==> src/rtl/rxdma_pkg.sv <==
package rxdma_pkg;
   typedef enum logic [1:0] {
      ST_IDLE  = 2'd0,
      ST_RUN   = 2'd1,
      ST_FLUSH = 2'd2
   } rxdma_state_e;
endpackage

==> src/rtl/rxdma_fifo.sv <==
module rxdma_fifo #(
   parameter int W     = 8,
   parameter int DEPTH = 4
) (
   input  logic         clk,
   input  logic         rst_n,
   input  logic         push,
   input  logic [W-1:0] din,
   input  logic         pop,
   output logic [W-1:0] dout,
   output logic         empty,
   output logic         full
);
   localparam int PW = (DEPTH > 1) ? $clog2(DEPTH) : 1;
   localparam int CW = $clog2(DEPTH + 1);
   localparam bit POW2 = ((DEPTH & (DEPTH - 1)) == 0);

   logic [W-1:0]  store_q [DEPTH];
   logic [PW-1:0] rd_q, wr_q, rd_nx, wr_nx;
   logic [CW-1:0] fill_q;

   generate
      if (POW2) begin : g_wrap_free
         assign rd_nx = rd_q + 1'b1;
         assign wr_nx = wr_q + 1'b1;
      end else begin : g_wrap_cmp
         assign rd_nx = (rd_q == PW'(DEPTH - 1)) ? '0 : rd_q + 1'b1;
         assign wr_nx = (wr_q == PW'(DEPTH - 1)) ? '0 : wr_q + 1'b1;
      end
   endgenerate

   always_ff @(posedge clk) begin
      if (push) store_q[wr_q] <= din;
   end

   always_ff @(posedge clk or negedge rst_n) begin
      if (!rst_n) begin
         rd_q   <= '0;
         wr_q   <= '0;
         fill_q <= '0;
      end else begin
         if (push) wr_q <= wr_nx;
         if (pop)  rd_q <= rd_nx;
         case ({push, pop})
            2'b10:   fill_q <= fill_q + 1'b1;
            2'b01:   fill_q <= fill_q - 1'b1;
            default: fill_q <= fill_q;
         endcase
      end
   end

   assign dout  = store_q[rd_q];
   assign empty = (fill_q == '0);
   assign full  = (fill_q == CW'(DEPTH));
endmodule

==> src/rtl/rxdma_ptrbank.sv <==
module rxdma_ptrbank #(
   parameter int AW = 16,
   parameter int LW = 8
) (
   input  logic          clk,
   input  logic          rst_n,
   input  logic          cfg_wr,
   input  logic [AW-1:0] cfg_ptr,
   input  logic [LW-1:0] cfg_len,
   input  logic          take,
   output logic [AW-1:0] cur_ptr,
   output logic [LW-1:0] cur_len
);
   logic [AW-1:0] pend_ptr_q;
   logic [LW-1:0] pend_len_q;

   always_ff @(posedge clk or negedge rst_n) begin
      if (!rst_n) begin
         pend_ptr_q <= '0;
         pend_len_q <= '0;
         cur_ptr    <= '0;
         cur_len    <= '0;
      end else begin
         if (cfg_wr) begin
            pend_ptr_q <= cfg_ptr;
            pend_len_q <= cfg_len;
         end
         if (take) begin
            cur_ptr <= pend_ptr_q;
            cur_len <= pend_len_q;
         end
      end
   end
endmodule

==> src/rtl/rxdma_ctrl.sv <==
module rxdma_ctrl
   import rxdma_pkg::*;
#(
   parameter int LW = 8
) (
   input  logic          clk,
   input  logic          rst_n,
   input  logic          task_start,
   input  logic          task_stop,
   input  logic          task_flush,
   input  logic          auto_restart,
   input  logic          fifo_empty,
   input  logic          wr_fire,
   input  logic [LW-1:0] cur_len,
   output rxdma_state_e  state,
   output logic          take,
   output logic [LW-1:0] count,
   output logic [LW-1:0] amount,
   output logic          ev_end,
   output logic          rx_en,
   output logic          clr_ovr
);
   logic [LW-1:0] cnt_inc, amt_run;
   logic end_full, end_stop, end_run, end_flush, restart, do_start, do_flush;

   always_comb begin
      cnt_inc   = count + 1'b1;
      end_full  = (state == ST_RUN) && wr_fire && (cnt_inc == cur_len);
      end_stop  = (state == ST_RUN) && task_stop && !end_full;
      end_run   = end_full || end_stop;
      amt_run   = wr_fire ? cnt_inc : count;
      end_flush = (state == ST_FLUSH) && fifo_empty;
      restart   = end_run && auto_restart;
      do_start  = (task_start && (state == ST_IDLE)) || restart;
      do_flush  = task_flush && !task_start && (state == ST_IDLE);
      take      = do_start || do_flush;
      clr_ovr   = task_start && (state == ST_IDLE);
   end

   always_ff @(posedge clk or negedge rst_n) begin
      if (!rst_n) begin
         state  <= ST_IDLE;
         count  <= '0;
         amount <= '0;
         ev_end <= 1'b0;
         rx_en  <= 1'b0;
      end else begin
         ev_end <= end_run || end_flush;
         if (end_run)        amount <= amt_run;
         else if (end_flush) amount <= count;

         if (do_start || do_flush) count <= '0;
         else if (wr_fire)         count <= cnt_inc;

         if (do_start)       rx_en <= 1'b1;
         else if (task_stop) rx_en <= 1'b0;

         if (restart)        state <= ST_RUN;
         else if (end_run)   state <= ST_IDLE;
         else if (do_start)  state <= ST_RUN;
         else if (do_flush)  state <= ST_FLUSH;
         else if (end_flush) state <= ST_IDLE;
      end
   end
endmodule

==> src/rtl/rxdma_engine.sv <==
module rxdma_engine
   import rxdma_pkg::*;
#(
   parameter int DW         = 8,
   parameter int AW         = 16,
   parameter int LW         = 8,
   parameter int FIFO_DEPTH = 4
) (
   input  logic          clk,
   input  logic          rst_n,
   input  logic          rx_valid,
   input  logic [DW-1:0] rx_byte,
   input  logic          cfg_wr,
   input  logic [AW-1:0] cfg_ptr,
   input  logic [LW-1:0] cfg_len,
   input  logic          task_start,
   input  logic          task_stop,
   input  logic          task_flush,
   input  logic          auto_restart,
   output logic          mem_valid,
   input  logic          mem_ready,
   output logic [AW-1:0] mem_addr,
   output logic [DW-1:0] mem_data,
   output logic          ev_rxrdy,
   output logic          ev_end,
   output logic [LW-1:0] amount,
   output logic          overrun
);
   generate
      if (FIFO_DEPTH < 2) begin : g_bad_depth
         $error("rxdma_engine: FIFO_DEPTH must be at least 2");
      end
      if (LW < 2 || LW > AW) begin : g_bad_len
         $error("rxdma_engine: LW must be in 2..AW");
      end
      if (DW < 1) begin : g_bad_dw
         $error("rxdma_engine: DW must be positive");
      end
   endgenerate

   rxdma_state_e  state;
   logic          take, rx_en, clr_ovr, fifo_empty, fifo_full, wr_fire, push;
   logic [AW-1:0] cur_ptr;
   logic [LW-1:0] cur_len, count;

   assign push    = rx_valid && rx_en && !fifo_full;
   assign wr_fire = mem_valid && mem_ready;

   rxdma_fifo #(.W(DW), .DEPTH(FIFO_DEPTH)) u_fifo (
      .clk   (clk),
      .rst_n (rst_n),
      .push  (push),
      .din   (rx_byte),
      .pop   (wr_fire),
      .dout  (mem_data),
      .empty (fifo_empty),
      .full  (fifo_full)
   );

   rxdma_ptrbank #(.AW(AW), .LW(LW)) u_ptr (
      .clk     (clk),
      .rst_n   (rst_n),
      .cfg_wr  (cfg_wr),
      .cfg_ptr (cfg_ptr),
      .cfg_len (cfg_len),
      .take    (take),
      .cur_ptr (cur_ptr),
      .cur_len (cur_len)
   );

   rxdma_ctrl #(.LW(LW)) u_ctrl (
      .clk          (clk),
      .rst_n        (rst_n),
      .task_start   (task_start),
      .task_stop    (task_stop),
      .task_flush   (task_flush),
      .auto_restart (auto_restart),
      .fifo_empty   (fifo_empty),
      .wr_fire      (wr_fire),
      .cur_len      (cur_len),
      .state        (state),
      .take         (take),
      .count        (count),
      .amount       (amount),
      .ev_end       (ev_end),
      .rx_en        (rx_en),
      .clr_ovr      (clr_ovr)
   );

   assign mem_valid = (state != ST_IDLE) && !fifo_empty;
   assign mem_addr  = cur_ptr + AW'(count);

   always_ff @(posedge clk or negedge rst_n) begin
      if (!rst_n) begin
         ev_rxrdy <= 1'b0;
         overrun  <= 1'b0;
      end else begin
         ev_rxrdy <= push;
         if (clr_ovr)                              overrun <= 1'b0;
         else if (rx_valid && rx_en && fifo_full)  overrun <= 1'b1;
      end
   end
endmodule

==> config.mk <==
export PLATFORM = sky130hd
export DESIGN_NAME = rxdma_engine
export DESIGN_NICKNAME = d
export VERILOG_FILES = /design/src/rtl/rxdma_pkg.sv /design/src/rtl/rxdma_fifo.sv /design/src/rtl/rxdma_ptrbank.sv /design/src/rtl/rxdma_ctrl.sv /design/src/rtl/rxdma_engine.sv
export SDC_FILE = /design/constraint.sdc
export NUM_CORES = 1
export LEC_CHECK = 0
export BUFFER_PORTS_ARGS = -buffer_cell sky130_fd_sc_hd__buf_4
export CAP_MARGIN = 30
export CORE_ASPECT_RATIO = 1.5
export CORE_MARGIN = 5
export CORE_UTILIZATION = 61
export CTS_CLUSTER_SIZE = 28
export DETAILED_ROUTE_END_ITERATION = 10
export HOLD_SLACK_MARGIN = 0.05
export PLACE_DENSITY_LB_ADDON = 0.3
export SYNTH_ARGS = -nofsm -noshare
export SYNTH_HDL_FRONTEND = slang
export SYNTH_SLANG_ARGS = --single-unit
==> constraint.sdc <==
create_clock -name clk -period 5.25 [get_ports clk]
set_input_delay 1.3125 -clock clk [delete_from_list [all_inputs] [get_ports clk]]
set_output_delay 1.3125 -clock clk [all_outputs]
set_load 0.01 [all_outputs]
### After elaboration in Yosys (flattened, before gate mapping)

Memories as Yosys holds them, arrays and structs flattened.
Cells that the tools add are included.

| operators by class | value |
|---|---|
| bitwise gates (word level) | 0 |
| add/subtract/negate cells | 6 |
| multiply operators | 0 |
| shift-type cells | 0 |
| muxes and demuxes | 16 |
| equal/unequal tests | 6 |
| div/mod/pow operators | 0 |
| reductions and logical operators | 30 |
| magnitude comparators | 0 |

Operators by type and width:

| operator | number |
|---|---|
| $mux 8 | 4 |
| $add 16x8->16 | 1 |
| $logic_and 1x1->1 | 14 |
| $mux 2 | 5 |
| $reduce_bool 2->1 | 5 |
| $add 8x1->8 const B | 1 |
| $eq 8x8->1 | 1 |
| $mux 1 | 6 |
| $pmux 3 s2 | 1 |
| $reduce_bool 5->1 | 1 |
| $add 2x1->2 const B | 2 |
| $eq 2x1->1 const B | 2 |
| $eq 2x2->1 const B | 2 |
| $logic_not 1->1 | 4 |
| $logic_or 1x1->1 | 4 |
| $add 3x1->3 const B | 1 |
| $eq 3x3->1 const B | 1 |
| $logic_not 3->1 | 1 |
| $sub 3x1->3 const B | 1 |
| $logic_not 2->1 | 1 |

| word-level totals | value |
|---|---|
| bits in writable memories | 32 |
| logic and storage cells | 73 |
| flip-flop bits (word level) | 77 |
| memories | 1 |
| bits in read-only memories | 0 |
| latch bits | 0 |
| bits of input ports | 41 |
| output and inout bits | 36 |

Memory list:

| name | depth | bits a word | read ports | clocked after Yosys merged registers in | write ports | line | source |
|---|---|---|---|---|---|---|---|
| u_fifo.store_q | 4 | 8 | 1 | 0 | 1 | rxdma_fifo.sv:18 | `logic [W-1:0] store_q [DEPTH];` |

### Longest topological paths before layout

| logic depth | value |
|---|---|
| word-level depth | 14 |
| gate-level depth with buffers | 10 |
| depth with buffers taken out | 9 |

### By module

Synthesis repeated with hierarchy kept, for this count alone.

| unflattened totals | value |
|---|---|
| cell total of the unflattened synthesis | 406 |
| area total of the unflattened synthesis | 5,475.3 um^2 |

Modules (own cells, without submodules):

| module | area each (um^2) | times used | seq. area each (um^2) | cells each |
|---|---|---|---|---|
| rxdma_ptrbank | 1,994.4 | 1 | 1,201.2 | 102 |
| rxdma_fifo | 1,551.5 | 1 | 1,136.1 | 79 |
| rxdma_ctrl | 1,357.6 | 1 | 500.5 | 154 |
| rxdma_engine | 571.8 | 1 | 50.0 | 71 |

### Worst setup path after synthesis

Ideal clock, no wire load.

| timing | value |
|---|---|
| kind | flip-flop to output port |
| start | reg u_ctrl.count[0] |
| end | out mem_addr[10] |
| required time | 3,938 ps |
| path slack | 1,768 ps |
| buffers on the path | 0 |
| arrival time | 2,170 ps |
| stages on the path, launching flop included | 10 |
| cell sequence | dfrtp_1 > ha_1 > inv_1 > fa_1 > nor2b_1 > o21ai_0 > a21boi_0 > o31ai_1 > a211oi_1 > xor2_1 |

| between the ends | value |
|---|---|
| word-level cells in the longest chain between the ends | 1 |

Ends and longest elaborated chain:

| element | line | source |
|---|---|---|
| start: declaration | rxdma_ctrl.sv:17 | `output logic [LW-1:0] count,` |
| start signal: assignment | rxdma_ctrl.sv:53 | `else if (wr_fire) count <= cnt_inc;` |
| $add 16x8->16 | rxdma_engine.sv:91 | `assign mem_addr = cur_ptr + AW'(count);` |
| end: declaration | rxdma_engine.sv:22 | `output logic [AW-1:0] mem_addr,` |

No other way between the ends.

### Final worst setup path

Same ends and word-level chain as after synthesis.

==> metrics.log <==
[metrics] result of the run: finished, final reports clean
[metrics] Hold Buf Count CTS: 0
[metrics] floorplan core area: 8362 um^2
[metrics] most common library cell in the layout ignoring fill and taps: buf_4
[metrics] final hold slack: 0.5099 ns
[metrics] post-detailed-route via-to-cell ratio: 5.781
[metrics] total iterations of the first detailed-routing run: 5
[metrics] relative max-transition margin: 52.60%
[metrics] cell at the root of the clock tree: clkbuf_16
[metrics] area overhead of the layout relative to synthesis: 18.33%
[metrics] floorplan die area: about 11,000 um^2
[metrics] final slew viol count: 0
[metrics] average wire length per cell after detail routing: 17.81 um
[metrics] uppermost layer routed: met4
[metrics] instance area at placement: 5846 um^2
[metrics] Final #Nets: 543
[metrics] final period demand of the worst path: 4.253 ns
[metrics] Final Instance Area: 6171 um^2
[metrics] final WL: 10.65 mm
[metrics] number of sinks handled by clock tree synthesis: ~110
[metrics] post-route setup TNS: 0 ns
[metrics] clock insertion delay at the later pin of the skew report: 0.34 ns
[metrics] overall overflow remaining after global route: 0
[metrics] maximum number of pins on one net before global-route repair: about 80
[metrics] total of buffers placed on input and output ports: 76
[metrics] proportion of layout cells with a drive suffix above 1: a little under a third
[metrics] count of warnings emitted by yosys: 0
[metrics] half-perimeter wire length of the detailed placement result: 7.710 mm
[metrics] Iter 0 DRT Violations: 229
[metrics] count of antenna-violating nets left after detailed routing: 0
[metrics] endpoint kind of the worst setup timing path: primary output
[metrics] overall via count from detail_route: 3,457
[metrics] worst slack at placement: between 1 and 1.5 ns
[metrics] die span in x: 85.50 um
[metrics] DRC: 0
[metrics] height of the die: 123.2 um
[metrics] ys flop type: dfrtp_1
[metrics] number of cell instances on the worst register-to-register path: 8
[metrics] maximum fanout along the worst path: 7
[metrics] Syn Std Cell Area: 5215 um^2
[metrics] Final GP Congestion: 0.8949
[metrics] met3 wire length: between 500 and 600 um
[metrics] CTS tree: done
[metrics] number of buffers on the longest clock path: 2
[metrics] num rows: a little over 40
[metrics] diode insertion count for antenna repair: 0
[metrics] Worst Hold Path Cells: 1
[metrics] synthesized instance count: 411
[metrics] initial standard-cell utilization of the core: between 60% and 70%
[metrics] part of the cycle the worst path needs: between 80 and 90%
[metrics] Post-synth EDFFs: 32
[metrics] async set or reset register ratio after synthesis: 70.64%
[metrics] Slew @ Worst Pin: 0.7111 ns
[metrics] CTS buffer count: 9
[metrics] Metal-1 WL: 4.134 mm
[metrics] Worst Path Class, Setup: register to primary output
[metrics] met2 wire len: between 5 and 6 mm
[metrics] Clock H-tree levels: 3
[metrics] synthesis-stage register bit count: 109
[metrics] worst path setup slack after routing: ~1.0 ns
[metrics] Filler cells: 585
[metrics] share of synthesized area occupied by flip-flops and latches: between 50% and 60%
[metrics] power per cell area: around 500 nW/um^2
[metrics] number of global-route vias before repair: 3,711
[metrics] final count of negative-setup-slack endpoints: 0
[metrics] type of element launching the critical path: register
[metrics] Total Routing Usage GR: 21.61%
[metrics] Maximum Capacitance Violations: 0
[metrics] post-synthesis net count: 468
[metrics] wire length of the first global-routing pass: roughly 18 mm
[metrics] final hold violation count: 0
[metrics] data arrival time of the critical path: 2.94 ns
[metrics] unique cell type count in the Yosys netlist: 48
[metrics] number of instances resized during post-cts repair: 0
[metrics] Post-CTS Setup Bufs: 0
[metrics] number of antenna violations at the first check in global routing: 0
[metrics] I/O pins: 77
[metrics] Crit path required time: 3.94 ns
[metrics] highest clock rate: 235.1 MHz
[metrics] average cell area after synthesis: 12.69 um^2
[metrics] most used cells in the layout excluding fill and tap cells: buf_4 (78), dfrtp_1 (77), mux2_2 (46), edfxtp_1 (32), xnor2_1 (24)
[metrics] Worst Skew: 0.009270 ns
[metrics] clock transition time at the flip-flop clock pins of the worst setup and hold paths: 0.07 ns
[metrics] maximum ir drop on the vdd rail: approximately 0.29 mV
[metrics] unrepaired setup endpoints after global routing: no
[metrics] Hold Path Class: register to register
[metrics] leak pwr: 0.002609 uW
routing by layer:
metal	global-route usage, %	vias up
li1	-	1627
met1	24.71	1730
met2	40.42	90
met3	3.733	10
met4	7.327	0
met5	0	-
worst paths after layout:
path                                             startpoint                               to  slack (ns)
setup / recovery                  u_ctrl.count[0]$_DFF_PN0_                     mem_addr[10]         1.0
setup reg to reg                  u_ctrl.count[0]$_DFF_PN0_     u_ptr.cur_ptr[5]$_DFFE_PN0P_        2.04
max in group asynchronous                             rst_n     u_ptr.cur_len[5]$_DFFE_PN0P_        3.95
hold reg to reg            u_ptr.pend_ptr_q[12]$_DFFE_PN0P_    u_ptr.cur_ptr[12]$_DFFE_PN0P_        0.51
hold / removal             u_ptr.pend_ptr_q[12]$_DFFE_PN0P_    u_ptr.cur_ptr[12]$_DFFE_PN0P_        0.51
min in group asynchronous                             rst_n  u_ptr.pend_ptr_q[4]$_DFFE_PN0P_        0.76
stage by stage:
stage	cells	total power (uW)	utilization, %
floorplan	411	2065	-
global placement	581	2443	69.91
detailed placement	581	2504	69.91
CTS	597	3185	73.47
global route	598	3352	73.80
finish	598	3155	73.80
Yosys cell counts, types with 2 or more instances:
library cell | count | area share [%]
mux2_2 | 46 | 9.9
nand2_1 | 22 | 1.6
nor3_1 | 13 | 1.2
inv_1 | 21 | 1.5
xnor2_1 | 24 | 4.0
nor2b_1 | 3 | 0.36
fa_1 | 2 | 0.77
o21ai_0 | 21 | 2.0
a2111o_1 | 2 | 0.43
a41oi_1 | 2 | 0.34
a21oi_1 | 13 | 1.2
ha_1 | 14 | 3.4
dfrtp_1 | 77 | 37
a21boi_0 | 2 | 0.29
xor2_1 | 10 | 1.7
nand2b_1 | 6 | 0.72
mux4_2 | 8 | 3.5
buf_6 | 4 | 0.86
edfxtp_1 | 32 | 18
nand3b_1 | 3 | 0.43
a31oi_1 | 2 | 0.24
o221ai_1 | 7 | 1.2
and2_1 | 6 | 0.72
a21o_1 | 3 | 0.43
clkbuf_1 | 8 | 0.58
mux2_1 | 2 | 0.43
a211oi_1 | 3 | 0.43
and3_1 | 10 | 1.2
nor2_1 | 21 | 1.5
o211ai_1 | 5 | 0.72
nand3_1 | 2 | 0.19
area by class of cell:
class,count,area (um^2),share of cell area [%]
repair buffers,79,613.1,9.935
flip-flops and latches,109,2888,46.80
well taps,107,133.9,2.169
clock buffers,10,229.0,3.710
inverters,21,78.83,1.277
clock inverters,6,68.82,1.115
multi-input cells,266,2160,35.00
cells by family after synthesis:
| group | count (synthesis) | synth area share, % |
|---|---|---|
| flops | 109 | 55.37 |
| simple gates | 93 | 9.070 |
| compound gates | 67 | 8.685 |
| mux | 56 | 13.82 |
| buf+inv | 36 | 3.215 |
| xor+xnor | 34 | 5.710 |
| fa+ha+maj | 16 | 4.127 |
critical path, stage by stage (launching register included):
cell      delay [ns]
dfrtp_1         0.49
ha_1            0.23
inv_1           0.06
fa_1            0.39
nor2b_1         0.13
o21ai_0         0.11
a21boi_0        0.36
o31ai_1         0.19
a211oi_1        0.29
xor2_1          0.21
buf_4           0.15
sequential cells by signal (all words and copies together) (netlist names), 3 cells and up:
register and cells:
u_ptr.cur_len 8, u_fifo.store_q 32, u_ctrl.count 8, u_fifo.fill_q 3, u_ptr.pend_ptr_q 16, u_ptr.pend_len_q 8, u_ctrl.amount 8, u_ptr.cur_ptr 16
report_power, final:
part | leakage (uW) | total [uW] | switching [uW] | internal, uW
logic | 0.00124 | 1210 | 578 | 628
clock network | 0.000143 | 672 | 298 | 373
registers | 0.00123 | 1280 | 197 | 1080
Note: power is estimated with default switching activity, not from simulation.
